## config.mk

```make
export PLATFORM = sky130hd
export DESIGN_NAME = irq_requester
export DESIGN_NICKNAME = d
export VERILOG_FILES = /design/src/rtl/irq_pkg.sv /design/src/rtl/irq_sync.sv /design/src/rtl/irq_src.sv /design/src/rtl/irq_arb.sv /design/src/rtl/irq_requester.sv
export SDC_FILE = /design/constraint.sdc
export NUM_CORES = 1
export LEC_CHECK = 0
export CORE_UTILIZATION = 25
export CTS_CLUSTER_DIAMETER = 80
export CTS_CLUSTER_SIZE = 8
export DETAILED_ROUTE_END_ITERATION = 16
export SETUP_SLACK_MARGIN = 0.15
export SYNTH_ARGS = -nofsm -noshare
export SYNTH_HDL_FRONTEND = slang
export SYNTH_SLANG_ARGS = --single-unit
```

## constraint.sdc

```tcl
create_clock -name clk -period 2.47 [get_ports clk]
set_clock_uncertainty 0.05 [all_clocks]
set_input_delay 0.3705 -clock clk [delete_from_list [all_inputs] [get_ports clk]]
set_output_delay 0.3705 -clock clk [all_outputs]
set_load 0.005 [all_outputs]
```

## src/rtl/irq_pkg.sv

```systemverilog
package irq_pkg;
  localparam int LVL_W  = 3;
  localparam int EN_BIT = 3;
  localparam int ST_BIT = 4;

  typedef struct packed {
    logic             en;
    logic [LVL_W-1:0] lvl;
  } ctrl_t;

  typedef enum logic [1:0] {
    SRC_EDGE   = 2'd0,
    SRC_STROBE = 2'd1,
    SRC_LEVEL  = 2'd2
  } kind_e;
endpackage

```

## src/rtl/irq_sync.sv

```systemverilog
module irq_sync #(
  parameter int   STAGES  = 2,
  parameter logic RST_VAL = 1'b1
) (
  input  logic clk,
  input  logic rst,
  input  logic d,
  output logic q
);
  logic [STAGES-1:0] chain;

  always_ff @(posedge clk) begin
    if (rst) chain <= {STAGES{RST_VAL}};
    else     chain <= {chain[STAGES-2:0], d};
  end

  assign q = chain[STAGES-1];
endmodule

```

## src/rtl/irq_src.sv

```systemverilog
module irq_src
  import irq_pkg::*;
#(
  parameter kind_e KIND = SRC_EDGE
) (
  input  logic             clk,
  input  logic             rst,
  input  logic             pin,
  input  logic             wr_sel,
  input  logic [4:0]       wdata,
  output ctrl_t            ctrl_o,
  output logic             pend_o,
  output logic             set_o,
  output logic [LVL_W-1:0] req_lvl_o
);
  ctrl_t ctrl_q;

  always_ff @(posedge clk) begin
    if (rst)         ctrl_q <= '0;
    else if (wr_sel) ctrl_q <= ctrl_t'(wdata[EN_BIT:0]);
  end

  generate
    if (KIND == SRC_LEVEL) begin : g_level
      logic pin_s;
      irq_sync #(.STAGES(2), .RST_VAL(1'b1)) u_sync (
        .clk(clk), .rst(rst), .d(pin), .q(pin_s));
      assign pend_o = ~pin_s;
      assign set_o  = 1'b0;
    end else begin : g_latched
      logic hit;
      logic stat_q;
      if (KIND == SRC_EDGE) begin : g_edge
        logic pin_s, pin_d;
        irq_sync #(.STAGES(2), .RST_VAL(1'b1)) u_sync (
          .clk(clk), .rst(rst), .d(pin), .q(pin_s));
        always_ff @(posedge clk) begin
          if (rst) pin_d <= 1'b1;
          else     pin_d <= pin_s;
        end
        assign hit = pin_s & ~pin_d;
      end else begin : g_strobe
        assign hit = pin;
      end
      always_ff @(posedge clk) begin
        if (rst)                        stat_q <= 1'b0;
        else if (hit)                   stat_q <= 1'b1;
        else if (wr_sel && wdata[ST_BIT]) stat_q <= 1'b0;
      end
      assign pend_o = stat_q;
      assign set_o  = hit;
    end
  endgenerate

  assign ctrl_o    = ctrl_q;
  assign req_lvl_o = (pend_o && ctrl_q.en) ? ctrl_q.lvl : '0;
endmodule

```

## src/rtl/irq_arb.sv

```systemverilog
module irq_arb #(
  parameter int N     = 3,
  parameter int LVL_W = 3,
  localparam int ID_W = $clog2(N + 1)
) (
  input  logic             clk,
  input  logic             rst,
  input  logic [LVL_W-1:0] req [N],
  output logic [LVL_W-1:0] ipl,
  output logic [ID_W-1:0]  id
);
  logic [LVL_W-1:0] best;
  logic [ID_W-1:0]  best_id;

  always_comb begin
    best    = '0;
    best_id = '0;
    for (int i = 0; i < N; i++) begin
      if (req[i] > best) begin
        best    = req[i];
        best_id = ID_W'(i + 1);
      end
    end
  end

  always_ff @(posedge clk) begin
    if (rst) begin
      ipl <= '0;
      id  <= '0;
    end else begin
      ipl <= best;
      id  <= best_id;
    end
  end
endmodule

```

## src/rtl/irq_requester.sv

```systemverilog
module irq_requester
  import irq_pkg::*;
#(
  parameter int DATA_W = 8,
  parameter int ADDR_W = 2,
  localparam int NSRC  = 3,
  localparam int ID_W  = $clog2(NSRC + 1)
) (
  input  logic              clk,
  input  logic              rst,
  input  logic              eth_int_n,
  input  logic              eth_buserr,
  input  logic              scsi_irq_n,
  input  logic [ADDR_W-1:0] reg_addr,
  input  logic              reg_wr,
  input  logic              reg_rd,
  input  logic [DATA_W-1:0] reg_wdata,
  output logic [DATA_W-1:0] reg_rdata,
  output logic [LVL_W-1:0]  ipl,
  output logic [ID_W-1:0]   irq_id
);
  localparam kind_e KINDS [NSRC] = '{SRC_EDGE, SRC_STROBE, SRC_LEVEL};

  logic [NSRC-1:0]  src_pins;
  logic [NSRC-1:0]  pend;
  logic [NSRC-1:0]  set_evt;
  logic [NSRC-1:0]  en;
  ctrl_t            ctrl [NSRC];
  logic [LVL_W-1:0] req  [NSRC];
  logic             unused_wdata;

  assign src_pins     = {scsi_irq_n, eth_buserr, eth_int_n};
  assign unused_wdata = ^reg_wdata[DATA_W-1:ST_BIT+1];

  generate
    for (genvar g = 0; g < NSRC; g++) begin : g_src
      irq_src #(.KIND(KINDS[g])) u_src (
        .clk      (clk),
        .rst      (rst),
        .pin      (src_pins[g]),
        .wr_sel   (reg_wr && (reg_addr == ADDR_W'(g))),
        .wdata    (reg_wdata[ST_BIT:0]),
        .ctrl_o   (ctrl[g]),
        .pend_o   (pend[g]),
        .set_o    (set_evt[g]),
        .req_lvl_o(req[g])
      );
      assign en[g] = ctrl[g].en;
    end
  endgenerate

  irq_arb #(.N(NSRC), .LVL_W(LVL_W)) u_arb (
    .clk(clk), .rst(rst), .req(req), .ipl(ipl), .id(irq_id));

  always_ff @(posedge clk) begin
    if (rst) begin
      reg_rdata <= '0;
    end else if (reg_rd) begin
      reg_rdata <= '0;
      for (int i = 0; i < NSRC; i++) begin
        if (reg_addr == ADDR_W'(i))
          reg_rdata[ST_BIT:0] <= {pend[i], ctrl[i]};
      end
    end
  end
endmodule

```

Yosys cells after proc, flatten, opt, wreduce, memory -nomap -nowiden
Cells that the tools add are included.
{ "op_classes": {"order_cmp": 3, "eq_ne": 2, "n_mux": 16, "bitwise_logic": 3, "n_reduce_logical": 11} }
{ "ops": {"columns": ["op", "count"], "rows": [
  ["2-to-1 mux 3 bit", 6],
  ["2-to-1 mux 5 bit", 3],
  ["logical AND 1 bit", 8],
  ["greater-than comparator 3 bit", 2],
  ["2-to-1 mux 1 bit", 5],
  ["2-to-1 mux 2 bit", 2],
  ["nonzero test 2 bit", 2],
  ["greater-than comparator 3 x 1 -> 1 bit, second input constant", 1],
  ["equality test 2 x 1 -> 1 bit, second input constant", 1],
  ["equality test 2 bit, second input constant", 1],
  ["zero test 2 bit", 1],
  ["NOT 1 bit", 2],
  ["AND 1 bit", 1]
]} }
{ "word_totals": {"ff_bits": 29, "wordCells": 49} }

Depth between registers and ports, before layout
{ "depth": {"word_depth": 8, "mapped_depth": 12, "ltp_nobuf": 12} }

Cells and area by module
A second synthesis with hierarchy kept.
{ "hier_totals": {"cells_unflattened": 151, "hier_area_um2": 1450.1} }
{ "by_module_without_submodules": {"columns": ["module", "instances", "cells_per_inst", "area_per_inst_um2", "seq_area_each_um2"], "rows": [
  ["irq_arb", 1, 40, 365.4, 100.1],
  ["irq_requester", 1, 40, 336.6, 100.1],
  ["irq_src (g_src[0].u_src)", 1, 22, 241.5, 120.1],
  ["irq_src (g_src[1].u_src)", 1, 21, 215.2, 100.1],
  ["irq_src (g_src[2].u_src)", 1, 20, 186.4, 80.1],
  ["irq_sync", 2, 4, 52.6, 40.0]
]} }

Worst setup path after synthesis
No wires, ideal clock.
{ "synth_path": {"path_type": "register to register", "start": "register g_src[1].u_src.ctrl_q (netlist bit g_src[1].u_src.ctrl_o[3])", "end": "register u_arb.ipl[1]", "setup_ps": 74, "t_arrival_ps": 2337, "required_time_ps": 2346, "path_slack_ps": 9, "stages_incl_launch_ff": 11, "n_path_buf": 0, "period_less_slack_ps": 2461, "path_cell_list": "dfxtp_1 > and3_1 > ha_1 > and3b_1 > o21ai_2 > nand2b_1 > and2_1 > ha_1 > a211o_1 > a31o_1 > a31oi_1"} }
{ "synth_via": {"elab_chain_cells": 6} }
{ "synth_lines": {"columns": ["item", "line", "rtl"], "rows": [
  ["from (decl)", "irq_src.sv:16", "ctrl_t ctrl_q;"],
  ["from (signal assigned)", "irq_src.sv:20", "else if (wr_sel) ctrl_q <= ctrl_t'(wdata[EN_BIT:0]);"],
  ["logical AND 1 bit (*)", "irq_src.sv:56", "assign req_lvl_o = (pend_o && ctrl_q.en) ? ctrl_q.lvl : '0;"],
  ["2-to-1 mux 3 bit (*)", "irq_src.sv:56", null],
  ["greater-than comparator 3 bit", "irq_arb.sv:19", "if (req[i] > best) begin"],
  ["2-to-1 mux 3 bit (*)", "irq_arb.sv:19", null],
  ["greater-than comparator 3 bit", "irq_arb.sv:19", null],
  ["2-to-1 mux 3 bit (*)", "irq_arb.sv:19", null],
  ["to (signal assigned)", "irq_arb.sv:31", "ipl <= best;"],
  ["to (decl)", "irq_arb.sv:9", "output logic [LVL_W-1:0] ipl,"]
]} }
Every way passes the cells marked *; elsewhere a longest branch is shown, timed or not.
A chain may end at the register's enable or synchronous reset.

Worst setup path in the final report
{ "layout_path": {"start": "register g_src[1].u_src.ctrl_q (netlist bit g_src[1].u_src.ctrl_o[3])", "end": "register u_arb.ipl[0]"} }
Same word-level chain as after synthesis.

==> impl_metrics.yaml <==
outcome:
  status: "completed"
grt:
  grt_pass1_vias: 1340
  antenna_found_initial: 0
  grt_first_pass_wirelength_um: 5810
  track_usage: 0.123
  grt_max_degree: 17
  overflow: 0
synthesis:
  syn_inst: 162
  ys_seq_elements: 29
  ys_types: 33
  synth_area_um2: 1410
  synth-async-reset-ratio: 0
  yosysWarnings: 0
  yosysTopAreaCellShare: 0.412
  ys_seq_area_frac: 0.412
  yosysTopAreaCell: "dfxtp_1"
  synth_edf_count: 0
  ys.flop_type: "dfxtp_1"
  synthTopCellsByArea: "dfxtp_1 41%, mux2i_1 9.2%, a21oi_1 5.7%"
  syn_avg_cell_area_um2: 8.70
setup_path:
  criticalPathCategory: "flop to flop"
  start_kind: "flop"
  cp_common_cell: "ha_4"
  worstSetupEndpointType: "flop"
  crit_required_ps: 2610
  critPathMaxStageDelay_ps: 360
  cp_data_arrival_time_ps: 2560
  worst_path_max_delay_cell: "dfxtp_4"
  cp_max_fo: 5
  crit_chain: "and3_4 > ha_4 > a21o_1 > o21ai_2 > nand2b_1 > and2_4 > ha_4 > a211o_1 > a31o_2 > a31oi_1"
timing:
  hold_violations: 0
  fin_ws_ps: 55.8
  post-route-period-util: 0.977
  rsz0062_at_grt: "yes"
  fin_crit_ps: 2410
  worst_pin_slew_ps: 529
  max_freq_ghz: 0.414
  final-max-slew-violation-count: 0
  fin_tns_setup_ps: 0
  maxSlewHeadroom: 0.646
  finalSetupViolCount: 0
clocking:
  cts.sinks: 29
  ctsLongestPathBuffers: 2
  cts-buffers-inserted: 5
  holdBufCountCts: 0
  clk_pin_slew_worst_paths_ps: 70
  insertion_delay_ps: 270
  cts_root_buf: "clkbuf_8"
  htree_levels: 2
  cts_tree: "built"
power:
  leakage_nw: 0.835
  power_uw: 973
  power_density_nw_per_um2: 476
  ir_worst_vdd_mv: 0.261
routing:
  drt-initial-drc-count: 33
  drt-pass1-iter-count: 4
  vias: 1216
  detail-route-antenna-nets: 0
  wirelength_um: 3160
  wl_per_cell_um: 11.4
  drcViolationCount: 0
  vias_per_cell: 4.41
placement:
  place_congestion: 0.727
  hpwl_um: 2360
  post-place-ws_ps: -87.5
  dpl-instance-area_um2: 1830
  io_buffers: 23
floorplanning:
  die_area_um2: 5940
  die_y_um: 77.1
  ioPinCount: 30
  num_rows: 26
  die_x_um: 77.1
  core_area_um2: 5270
  start_util: 0.267
flow_run:
  drv_cap: 0
cells_and_area:
  final_common_cell: "dfxtp_1"
  layout_common_cells: "25 x dfxtp_1, 23 x clkdlybuf4s50_1, 22 x buf_4"
  nNetsFinal: 228
  antennaDiodeCount: 0
  drive_gt1_frac: 0.306
  final_area_um2: 2040
  syn_to_final_growth_pct: 45.1
worst_hold_path:
  hp-class: "flop to flop"
-- sequential cells by signal, indices dropped and copies added, names as in the netlist --
name and flops:
g_src.u_src.ctrl_o 12, g_src.u_src.g_latched.g_edge.pin_d 1, g_src.u_src.g_latched.g_edge.u_sync.chain 2, g_src.u_src.g_level.u_sync.chain 2, g_src.u_src.pend_o 2, reg_rdata 5, u_arb.id 2, u_arb.ipl 3
-- power breakdown --
| group | switching [mW] | leakage [nW] | internal, mW |
|---|---|---|---|
| combinational | 0.0467 | 0.551 | 0.0580 |
| clock | 0.181 | 0.0439 | 0.194 |
| sequential | 0.0114 | 0.240 | 0.482 |
| total | 0.239 | 0.835 | 0.734 |
-- cell families after synthesis --
logic type | synth area share
compound gates | 0.142
fa+ha+maj | 0.0533
buf+inv | 0.0746
flops | 0.412
mux | 0.0924
other cells | 0.00266
simple gates | 0.223
-- Yosys cell counts (4+ instances only) --
cell type	count
nand2_1	15
buf_4	4
a211oi_1	5
nand3_1	10
nor2_1	20
ha_1	6
or2_2	5
inv_1	7
dfxtp_1	29
mux2i_1	13
a21oi_1	16
-- area by class of cell --
type | count | area [um^2]
fillers | 553 | 3230
inverters | 7 | 26.3
repair buffers | 45 | 395
multi-input cells | 117 | 853
well taps | 70 | 87.6
clock buffers | 5 | 68.8
flip-flops and latches | 29 | 596
clock inverters | 3 | 17.5
-- path summary, 6_finish.rpt --
kind | from | end | slack (ps) | depth (start not counted)
max | g_src[1].u_src.ctrl_o[3] | u_arb.ipl[0] | 60 | 10
min | g_src[2].u_src.g_level.u_sync.chain[0] | g_src[2].u_src.g_level.u_sync.chain[1] | 360 | 1
max reg2reg | g_src[1].u_src.ctrl_o[3] | u_arb.ipl[0] | 60 | 10
min reg2reg | g_src[2].u_src.g_level.u_sync.chain[0] | g_src[2].u_src.g_level.u_sync.chain[1] | 360 | 1
-- worst max-delay path: cells and delay by family (launching register included) --
family	cells	cell delay, ps
AOI/OAI and AO/OA	5	1040
adders and majority gates	2	470
DFF	1	360
and+or+nand+nor	3	420
-- repair_timing --
item	in CTS	in global routing
resized for setup	11	10
buffers inserted	4	2
pin swaps	6	5
endpoints found under the hold margin	0	0
setup endpoints to repair	5	5
cloned	0	0
-- per-stage QoR --
step	utilization	hold slack, ps	instances
after global routing	0.388	387	276
final	0.388	358	276
after CTS	0.378	359	274
after global placement	0.346	341	262
after detailed placement	0.346	343	262
after floorplan	-	339	164
-- layer usage --
metal / global-route usage / routed length (um)
met1: 0.139 / 1460
met2: 0.224 / 1570
met3: 0.0321 / 98
met4: 0.0396 / 24
met5: 0 / 0
Power figures use the tool's default switching activity.
